$ cat src/rtl/rcc_pkg.sv
`timescale 1ns/1ps
package rcc_pkg;
  // raw source indices
  localparam int NUM_SRC  = 5;
  localparam int SRC_WDOG = 0;
  localparam int SRC_TEMP = 1;
  localparam int SRC_LOCK = 2;
  localparam int SRC_SREQ = 3;
  localparam int SRC_DBGP = 4;

  // keyed gate codes
  localparam int          KEY_W      = 4;
  localparam logic [3:0]  KEY_BLOCK  = 4'h5;
  localparam logic [3:0]  WDOG_OPEN  = 4'hA;
  localparam logic [3:0]  TEMP_OPEN  = 4'h2;

  // control register layout
  localparam int WDOG_KEY_LSB = 0;
  localparam int TEMP_KEY_LSB = WDOG_KEY_LSB + KEY_W;
  localparam int LOCK_EN_BIT  = TEMP_KEY_LSB + KEY_W;
  localparam int CMD_LSB      = LOCK_EN_BIT + 1;

  // cause register layout
  localparam int POR_BIT   = 0;
  localparam int FLAG_LSB  = POR_BIT + 1;
  localparam int NUM_FLAG  = NUM_SRC + 1;
  localparam int WBOOT_BIT = FLAG_LSB + NUM_SRC;
  localparam int HELD_BIT  = WBOOT_BIT + 1;
  localparam int CAUSE_W   = HELD_BIT + 1;

  // register addresses
  localparam int CTRL_ADDR  = 0;
  localparam int CAUSE_ADDR = 1;

  typedef struct packed {
    logic             lock_en;
    logic [KEY_W-1:0] temp_key;
    logic [KEY_W-1:0] wdog_key;
  } gate_cfg_t;

  localparam gate_cfg_t GATE_DEFAULT = '{lock_en: 1'b0, temp_key: TEMP_OPEN, wdog_key: WDOG_OPEN};
endpackage

$ cat src/rtl/rcc_ctrl_regs.sv
`timescale 1ns/1ps
module rcc_ctrl_regs
  import rcc_pkg::*;
#(
  parameter int NUM_CMD = 2
) (
  input  logic                       clk_i,
  input  logic                       por_i,
  input  logic                       warm_rst_i,
  input  logic                       wr_i,
  input  logic [CMD_LSB+NUM_CMD-1:0] wdata_i,
  input  logic [NUM_CMD-1:0]         cmd_done_i,
  output gate_cfg_t                  cfg_o,
  output logic [NUM_CMD-1:0]         cmd_o
);
  gate_cfg_t cfg_q;

  always_ff @(posedge clk_i) begin
    if (por_i || warm_rst_i) begin
      cfg_q <= GATE_DEFAULT;
    end else if (wr_i) begin
      cfg_q.wdog_key <= wdata_i[WDOG_KEY_LSB +: KEY_W];
      cfg_q.temp_key <= wdata_i[TEMP_KEY_LSB +: KEY_W];
      cfg_q.lock_en  <= wdata_i[LOCK_EN_BIT];
    end
  end

  // one self-clearing command flop per partial reset
  for (genvar i = 0; i < NUM_CMD; i++) begin : g_cmd
    logic pend_q;
    always_ff @(posedge clk_i) begin
      if (por_i || warm_rst_i) begin
        pend_q <= 1'b0;
      end else if (wr_i && wdata_i[CMD_LSB+i]) begin
        pend_q <= 1'b1;
      end else if (cmd_done_i[i]) begin
        pend_q <= 1'b0;
      end
    end
    assign cmd_o[i] = pend_q;
  end

  assign cfg_o = cfg_q;
endmodule

$ cat src/rtl/rcc_src_qual.sv
`timescale 1ns/1ps
module rcc_src_qual
  import rcc_pkg::*;
(
  input  logic               clk_i,
  input  logic               por_i,
  input  logic               warm_rst_i,
  input  gate_cfg_t          cfg_i,
  input  logic [NUM_SRC-1:0] evt_i,
  output logic [NUM_SRC-1:0] hit_o,
  output logic [NUM_SRC-1:0] req_o,
  output logic               held_o
);
  logic [NUM_SRC-1:0] pass;
  logic [NUM_SRC-1:0] req_q;
  logic               held_q;

  // gate per source: keyed fields block only on the blocking code
  for (genvar s = 0; s < NUM_SRC; s++) begin : g_gate
    if (s == SRC_WDOG) begin : g_wdog
      assign pass[s] = (cfg_i.wdog_key != KEY_BLOCK);
    end else if (s == SRC_TEMP) begin : g_temp
      assign pass[s] = (cfg_i.temp_key != KEY_BLOCK);
    end else if (s == SRC_LOCK) begin : g_lock
      assign pass[s] = cfg_i.lock_en;
    end else begin : g_open
      assign pass[s] = 1'b1;
    end
  end

  assign hit_o = evt_i & pass;

  always_ff @(posedge clk_i) begin
    if (por_i || warm_rst_i) begin
      req_q <= '0;
    end else begin
      req_q <= hit_o;
    end
  end

  // gated watchdog latch survives warm reset
  always_ff @(posedge clk_i) begin
    if (por_i) begin
      held_q <= 1'b0;
    end else if (evt_i[SRC_WDOG] && !pass[SRC_WDOG]) begin
      held_q <= 1'b1;
    end
  end

  assign req_o  = req_q;
  assign held_o = held_q;
endmodule

$ cat src/rtl/rcc_cause_log.sv
`timescale 1ns/1ps
module rcc_cause_log
  import rcc_pkg::*;
(
  input  logic               clk_i,
  input  logic               por_i,
  input  logic               wr_i,
  input  logic [WBOOT_BIT:0] wdata_i,
  input  logic [NUM_SRC-1:0] hit_i,
  input  logic               held_i,
  output logic [CAUSE_W-1:0] cause_o
);
  logic [NUM_FLAG-1:0] flag_q;
  logic [NUM_FLAG-1:0] set_v;
  logic [NUM_FLAG-1:0] clr_v;
  logic                wboot_q;

  assign set_v = {hit_i, 1'b0};
  assign clr_v = wr_i ? wdata_i[NUM_FLAG-1:0] : '0;

  // set beats clear in the same cycle
  for (genvar f = 0; f < NUM_FLAG; f++) begin : g_flag
    always_ff @(posedge clk_i) begin
      if (por_i) begin
        flag_q[f] <= (f == POR_BIT);
      end else if (set_v[f]) begin
        flag_q[f] <= 1'b1;
      end else if (clr_v[f]) begin
        flag_q[f] <= 1'b0;
      end
    end
  end

  always_ff @(posedge clk_i) begin
    if (por_i) begin
      wboot_q <= 1'b0;
    end else if (wr_i) begin
      wboot_q <= wdata_i[WBOOT_BIT];
    end
  end

  assign cause_o = {held_i, wboot_q, flag_q};
endmodule

$ cat src/rtl/rcc_gp_bank.sv
`timescale 1ns/1ps
module rcc_gp_bank #(
  parameter int DATA_W  = 32,
  parameter int NUM_GPR = 4,
  parameter int IDX_W   = (NUM_GPR > 1) ? $clog2(NUM_GPR) : 1
) (
  input  logic              clk_i,
  input  logic              por_i,
  input  logic              we_i,
  input  logic [IDX_W-1:0]  widx_i,
  input  logic [DATA_W-1:0] wdata_i,
  input  logic [IDX_W-1:0]  ridx_i,
  output logic [DATA_W-1:0] rdata_o
);
  logic [DATA_W-1:0] mem_q [NUM_GPR];

  for (genvar g = 0; g < NUM_GPR; g++) begin : g_word
    always_ff @(posedge clk_i) begin
      if (por_i) begin
        mem_q[g] <= '0;
      end else if (we_i && (widx_i == IDX_W'(g))) begin
        mem_q[g] <= wdata_i;
      end
    end
  end

  always_comb begin
    rdata_o = '0;
    for (int g = 0; g < NUM_GPR; g++) begin
      if (ridx_i == IDX_W'(g)) rdata_o = mem_q[g];
    end
  end
endmodule

$ cat src/rtl/rst_cause_ctrl.sv
`timescale 1ns/1ps
module rst_cause_ctrl
  import rcc_pkg::*;
#(
  parameter int DATA_W   = 32,
  parameter int ADDR_W   = 4,
  parameter int NUM_GPR  = 4,
  parameter int GPR_BASE = 4,
  parameter int NUM_CMD  = 2
) (
  input  logic               clk_i,
  input  logic               por_i,
  input  logic               warm_rst_i,
  input  logic               wr_en_i,
  input  logic               rd_en_i,
  input  logic [ADDR_W-1:0]  addr_i,
  input  logic [DATA_W-1:0]  wdata_i,
  output logic [DATA_W-1:0]  rdata_o,
  input  logic [NUM_SRC-1:0] src_evt_i,
  output logic [NUM_SRC-1:0] src_req_o,
  input  logic [NUM_CMD-1:0] cmd_done_i,
  output logic [NUM_CMD-1:0] cmd_req_o
);
  localparam int CTRL_W = CMD_LSB + NUM_CMD;
  localparam int IDX_W  = (NUM_GPR > 1) ? $clog2(NUM_GPR) : 1;
  localparam logic [ADDR_W:0] GPR_LO = (ADDR_W+1)'(GPR_BASE);
  localparam logic [ADDR_W:0] GPR_HI = (ADDR_W+1)'(GPR_BASE + NUM_GPR);

  gate_cfg_t          cfg;
  logic [NUM_SRC-1:0] hit;
  logic               held;
  logic [CAUSE_W-1:0] cause;
  logic [DATA_W-1:0]  gpr_rd;
  logic               sel_ctrl, sel_cause, sel_gpr;
  logic [IDX_W-1:0]   gidx;
  logic [DATA_W-1:0]  rd_mux;
  logic [DATA_W-1:0]  rdata_q;

  // address decode
  assign sel_ctrl  = (addr_i == ADDR_W'(CTRL_ADDR));
  assign sel_cause = (addr_i == ADDR_W'(CAUSE_ADDR));
  assign sel_gpr   = ({1'b0, addr_i} >= GPR_LO) && ({1'b0, addr_i} < GPR_HI);
  assign gidx      = IDX_W'({1'b0, addr_i} - GPR_LO);

  rcc_ctrl_regs #(.NUM_CMD(NUM_CMD)) u_ctrl (
    .clk_i      (clk_i),
    .por_i      (por_i),
    .warm_rst_i (warm_rst_i),
    .wr_i       (wr_en_i && sel_ctrl),
    .wdata_i    (wdata_i[CTRL_W-1:0]),
    .cmd_done_i (cmd_done_i),
    .cfg_o      (cfg),
    .cmd_o      (cmd_req_o)
  );

  rcc_src_qual u_qual (
    .clk_i      (clk_i),
    .por_i      (por_i),
    .warm_rst_i (warm_rst_i),
    .cfg_i      (cfg),
    .evt_i      (src_evt_i),
    .hit_o      (hit),
    .req_o      (src_req_o),
    .held_o     (held)
  );

  rcc_cause_log u_log (
    .clk_i   (clk_i),
    .por_i   (por_i),
    .wr_i    (wr_en_i && sel_cause),
    .wdata_i (wdata_i[WBOOT_BIT:0]),
    .hit_i   (hit),
    .held_i  (held),
    .cause_o (cause)
  );

  rcc_gp_bank #(.DATA_W(DATA_W), .NUM_GPR(NUM_GPR), .IDX_W(IDX_W)) u_gpr (
    .clk_i   (clk_i),
    .por_i   (por_i),
    .we_i    (wr_en_i && sel_gpr),
    .widx_i  (gidx),
    .wdata_i (wdata_i),
    .ridx_i  (gidx),
    .rdata_o (gpr_rd)
  );

  // read mux, registered
  always_comb begin
    rd_mux = '0;
    if (sel_ctrl) begin
      rd_mux = DATA_W'({cmd_req_o, cfg.lock_en, cfg.temp_key, cfg.wdog_key});
    end else if (sel_cause) begin
      rd_mux = DATA_W'(cause);
    end else if (sel_gpr) begin
      rd_mux = gpr_rd;
    end
  end

  always_ff @(posedge clk_i) begin
    if (por_i) begin
      rdata_q <= '0;
    end else if (rd_en_i) begin
      rdata_q <= rd_mux;
    end
  end

  assign rdata_o = rdata_q;
endmodule

$ cat config.mk
export PLATFORM = sky130hd
export DESIGN_NAME = rst_cause_ctrl
export DESIGN_NICKNAME = d
export VERILOG_FILES = /design/src/rtl/rcc_pkg.sv /design/src/rtl/rcc_ctrl_regs.sv /design/src/rtl/rcc_src_qual.sv /design/src/rtl/rcc_cause_log.sv /design/src/rtl/rcc_gp_bank.sv /design/src/rtl/rst_cause_ctrl.sv
export SDC_FILE = /design/constraint.sdc
export NUM_CORES = 1
export LEC_CHECK = 0
export CAP_MARGIN = 0
export CORE_MARGIN = 8
export CORE_UTILIZATION = 27
export CTS_CLUSTER_DIAMETER = 40
export CTS_CLUSTER_SIZE = 40
export DETAILED_ROUTE_END_ITERATION = 8
export HOLD_SLACK_MARGIN = 0.08
export PLACE_DENSITY_LB_ADDON = 0.25
export SLEW_MARGIN = 40
export SYNTH_ARGS = -nofsm -noshare
export SYNTH_HDL_FRONTEND = slang
export SYNTH_SLANG_ARGS = --single-unit
$ cat constraint.sdc
create_clock -name clk_i -period 5.5 [get_ports clk_i]
set_clock_uncertainty 0.15 [all_clocks]
set_input_delay 1.1 -clock clk_i [delete_from_list [all_inputs] [get_ports clk_i]]
set_output_delay 1.1 -clock clk_i [all_outputs]
set_load 0.02 [all_outputs]
==> results of run 1 <==
layout make-up:
class / count / area [µm²]
well taps: 384 / 480
inverters: 3 / 11.3
clock inverters: 11 / 135
multi-input cells: 383 / 2670
fillers: 2869 / 18900
repair buffers: 101 / 971
clock buffers: 21 / 462
flip-flops and latches: 184 / 4960
registers in the layout (all words and copies together), names as in the netlist:
register             flops
u_log.wboot_q            1
u_qual.req_o             5
u_ctrl.cfg_o             9
rdata_o                 32
u_qual.held_o            1
u_ctrl.g_cmd.pend_q      2
u_log.cause_o            6
u_gpr.mem_q            128
routing by layer:
layer | track usage [%] | part of all wire (%)
met1 | 16.0 | 47
met3 | 3.30 | 5.4
met4 | 2.48 | 0.59
met2 | 19.5 | 47
met5 | 0 | 0
cell usage after synthesis (2+ instances only):
master | instances | share of area (%)
buf_6 | 4 | 0.58
nand3_1 | 11 | 0.71
and2_1 | 132 | 11
a21oi_1 | 42 | 2.7
dfxtp_1 | 56 | 14
nor2_1 | 58 | 2.8
buf_2 | 7 | 0.45
o22ai_1 | 7 | 0.56
nor3_2 | 3 | 0.39
mux2i_1 | 7 | 0.90
nor4_2 | 2 | 0.32
a211oi_1 | 3 | 0.29
inv_1 | 2 | 0.097
nand2b_1 | 2 | 0.16
o41ai_1 | 7 | 0.79
a22oi_1 | 4 | 0.39
nand2_1 | 36 | 1.7
buf_4 | 4 | 0.39
o21ai_0 | 6 | 0.39
mux4_2 | 24 | 7.0
clkbuf_1 | 23 | 1.1
edfxtp_1 | 128 | 49
nor2b_1 | 24 | 1.9
cell families after synthesis:
| family | after synthesis | synth area share (%) |
|---|---|---|
| simple gates | 279 | 19.9 |
| mux | 31 | 7.86 |
| compound gates | 73 | 5.61 |
| buf+inv | 42 | 2.72 |
| flops | 184 | 63.9 |
worst min-delay path by stage:
stage / start / endpoint / slack (ns) / cells after the start
6_report: u_log.cause_o[0] / u_log.cause_o[0] / 0.31 / 2
5_1_grt: u_log.cause_o[0] / u_log.cause_o[0] / 0.32 / 2
4_1_cts: u_log.cause_o[0] / u_log.cause_o[0] / 0.31 / 2
3_5_place_dp: u_log.cause_o[0] / u_log.cause_o[0] / 0.29 / 2
3_3_place_gp: rdata_o[3] / rdata_o[3] / 0.29 / 2
2_1_floorplan: u_log.cause_o[0] / u_log.cause_o[0] / 0.27 / 2
where the power goes:
part | internal [mW] | leakage [nW] | switching, mW
Combinational | 0.105 | 1.39 | 0.139
Sequential | 1.55 | 1.68 | 0.0222
Clock | 0.707 | 0.286 | 0.548
Total | 2.36 | 3.36 | 0.709
metrics by stage:
step	total power, mW	std cells	cell area, µm²
after floorplan	1.72	609	7770
after global placement	1.85	1054	9090
after detailed placement	1.85	1054	9090
after CTS	3.11	1086	9680
after global routing	3.18	1087	9690
final	3.07	1087	9690
worst register-to-register path: stages, from the launching register on:
cell      delay [ns]
edfxtp_1        0.39
mux4_2          0.47
a22oi_1         0.26
a211oi_1        0.10
==> run metrics, run 1 <==
antenna-violating nets left 0; Final Max Slew Viols 0; share of layout cells above drive strength 1 12.2%; Core Area 28,500 µm²; Synth Cell Area 7770 µm²; port bufs 86; Setup Fix Bufs, Post-CTS 0; Die ar. 34,500 µm²; Crit. Startpoint addr_i[2]; crit path max fanout 23; fin nets 738; largest net degree at the start of global routing 45; worst flop-to-flop path startpoint u_gpr.mem_q[2][10]; Tcrit/Tclk final 60.9%; Setup crit start kind input pin; buffers plus inverters on the worst setup path 3; DR WL/cell 18.4 µm; Post-synth EDFFs 128; Netlist cell types 40; CTS root buf clkbuf_16; hpwl dp 12,800 µm; Num CTS Buffers 17; r2r endpoint rdata_o[10]; initial antenna violation count 0; die height 186 µm; commonest non-fill, non-tap cell in the layout and2_1; final hold violation count 0; CTS Buffer Depth 2; DRC viols 0; critical path depth 6; first-iteration detailed-routing DRC count 389; max-cap violation count 0; fraction of registers with async set or reset after synthesis 0%; Clock Sinks 184; TritonRoute pass-1 iters 9; Req. time, crit path 5.45 ns; outcome complete, no violations; Antenna Cells 0; Max Freq 299 MHz; final worst slack 2.15 ns; H-tree lvl count 4; flop2flop setup slack 3.97 ns; Placer Congestion 0.764; CTS tree yes; DIE WIDTH 186 µm; Vias 4,829; Peak VDD IR 0.000200 V; CP arrival 3.30 ns; Worst-Margin Slew 0.781 ns; Hold Buf Count CTS 0; first-pass GRT wire length 31,300 µm; Area Growth Syn to Fin 24.8%; final core occ 33.9%; kind of critical path input pin to flop; most frequent cells in the layout and2_1 (131), edfxtp_1 (128), clkdlybuf4s50_1 (83); total gr overflow 0; Crit-path slowest cell o21ai_4; Setup-failing EPs final 0; drt via density 4.44; CTS clock-pin slew for the worst setup and hold paths 0.07 ns; worst hold path class flop to flop; Cell Chain, Critical Path clkdlybuf4s50_1 > buf_4 > and2b_1 > nand2_2 > o21ai_4 > buf_4; most used cell, CP buf_4; Most used DFF post-synth edfxtp_1; worst slack, placed 1.69 ns; Cell Pwr Density 317 nW/µm²; final WL 20,000 µm; hold_ws 0.309 ns; Avg Cell Area, Syn 12.8 µm²; syn nets 657; Slew HR 47.8%; CP endpoint kind flop; IO Count 87; Post-CTS Resized 0; vias in the first global route 5,087; GRT Overall Usage 12.1%; CP max stage delay 0.50 ns; FF+latch count, synth 184; FF-to-FF path depth 3; Setup TNS Final 0 ns; Rows 62; CP endpoint u_gpr.mem_q[2][31]; RSZ-0062 raised after global routing false; Initial Utilization 27.2%; crit-path leading delay family buffers and inverters; Clk Latency, worst-skew pair 0.43 ns; Synth Instances 609; yosys warns 0; post-synthesis sequential area ratio 63.9%; post-layout min period 3.35 ns; Pleak 3.36 nW
No activity file was read; power rests on OpenSTA's default activity.
==> run 2, diff against run 1 <==
==> constraint.sdc (replaced) <==
create_clock -name clk_i -period 2.8 [get_ports clk_i]
set_clock_uncertainty 0.15 [all_clocks]
set_input_delay 0.56 -clock clk_i [delete_from_list [all_inputs] [get_ports clk_i]]
set_output_delay 0.56 -clock clk_i [all_outputs]
set_load 0.02 [all_outputs]
==> run 2 against run 1 <==
Compared with the run above:
- utilization rose by 0.80 points
- first-iteration DRC count fell by 25%
- clock power rose by 93%
- largest power group unchanged
- global-route usage rose by 0.088 points
- critical path type unchanged
- design area rose by 2.3%
- sequential cell count did not move
- wire length rose by 0.21%
- die area did not move
- clock-buffer cell count did not move
- worst setup slack got worse by 1.7 ns
- sequential power rose by 96%
- non-clock buffer count rose by 23
==> run metrics, run 2 (synthesis gave the netlist of run 1 again) <==
Net Sw Frac 22.2%; CP arrival 2.44 ns; hpwl dp 14,100 µm; vias in the first global route 5,182; Crit-path slowest cell nor3_4; Area Growth Syn to Fin 27.7%; GRT Overall Usage 12.1%; hold_ws 0.307 ns; outcome complete, no violations; max reg flops 128; Core Area 28,500 µm²; Cell Chain, Critical Path clkdlybuf4s50_1 > and2b_1 > nand2_2 > buf_12 > nor3_4 > buf_8 > buf_4 > and2_1; total gr overflow 0; final std cells w/o fill 1,111; Clk Latency, worst-skew pair 0.42 ns; first-iteration detailed-routing DRC count 292; largest net degree at the start of global routing 28; CTS tree yes; kind of critical path input pin to flop; DR WL/cell 18.1 µm; Setup Fix Bufs, Post-CTS 0; Hold Buf Count CTS 0; Vias 4,879; DIE WIDTH 186 µm; Rows 62; CP max stage delay 0.47 ns; Pleak 3.49 nW; max-cap violation count 0; post-layout min period 2.30 ns; final WL 20,100 µm; Max Freq 435 MHz; flop2flop setup slack 1.32 ns; initial antenna violation count 2; Clock Sinks 184; final worst slack 0.499 ns; CTS root buf clkbuf_16; commonest non-fill, non-tap cell in the layout and2_1; Die ar. 34,500 µm²; Largest Register u_gpr.mem_q; die height 186 µm; logic gate share of total power 8.4%; share of layout cells above drive strength 1 14.7%; CP endpoint kind flop; drt via density 4.39; IO Count 87; fin nets 761; internal power 4.68 mW; Peak VDD IR 0.000407 V; antenna-violating nets left 0; Cell Pwr Density 606 nW/µm²; Slew HR 60.1%; Final Max Slew Viols 0; buffers plus inverters on the worst setup path 4; Placer Congestion 0.810; most frequent cells in the layout and2_1 (131), edfxtp_1 (128), clkdlybuf4s50_1 (83); first-pass GRT wire length 31,500 µm; Post-CTS Resized 0; CTS clock-pin slew for the worst setup and hold paths 0.07 ns; Req. time, crit path 2.94 ns; Num CTS Buffers 17; Initial Utilization 27.2%; Worst-Margin Slew 0.597 ns; port bufs 86; DRC viols 0; H-tree lvl count 4; Setup crit start kind input pin; crit-path leading delay family buffers and inverters; final hold violation count 0; Inst Count DP 1,078; worst slack, placed 0.0846 ns; sw power 1.33 mW; Tcrit/Tclk final 82.2%; Setup-failing EPs final 0; RSZ-0062 raised after global routing false; worst hold path class flop to flop; TritonRoute pass-1 iters 4; crit path max fanout 13; CTS Buffer Depth 2; clock power share 40.3%; Seq pwr share 51.2%
-- run 2: cell type report --
type	instances	area, µm²
fillers	2885	18600
flip-flops and latches	184	4960
multi-input cells	383	2670
repair buffers	124	1200
well taps	384	480
clock buffers	21	440
clock inverters	11	149
inverters	3	11.3
diodes	1	2.50
-- run 2: stage by stage --
stage          area [µm²]  power, mW  setup TNS [ns]  utilization, %
2_1_floorplan        7780       3.39          -15.68               -
3_3_place_gp         9280       3.66           -3.27            32.5
3_5_place_dp         9330       3.66               0            32.7
4_1_cts              9920       6.09               0            34.7
5_1_grt              9920       6.23               0            34.7
6_report             9920       6.02               0            34.7
-- run 2: layer usage --
layer	track usage [%]	share of wire (%)	wire, µm
met5	0	0.11	23
met4	2.41	0.68	137
met2	20.4	49	9760
met3	3.67	4.9	981
met1	15.3	46	9190
-- run 2: power groups by stage --
stage	Combinational [mW]	Sequential [mW]	Clock, mW
6_report	0.506	3.08	2.43
3_5_place_dp	0.517	3.14	0
5_1_grt	0.551	3.10	2.58
4_1_cts	0.519	3.08	2.49
3_3_place_gp	0.517	3.14	0
2_1_floorplan	0.234	3.15	0
-- run 2: worst paths after layout --
kind | from | endpoint | cells past startpoint
worst max-delay path | addr_i[3] | u_gpr.mem_q[2][14] | 8
worst min-delay path | u_log.cause_o[0] | u_log.cause_o[0] | 2
worst max register to register | u_gpr.mem_q[3][10] | rdata_o[10] | 3
worst min register to register | u_log.cause_o[0] | u_log.cause_o[0] | 2
-- run 2: worst reg2reg max path: cells and delay by family, from the launching register on --
family	cells	cell delay, ns
DFF	1	0.39
muxes	1	0.47
AOI/OAI and AO/OA	2	0.35
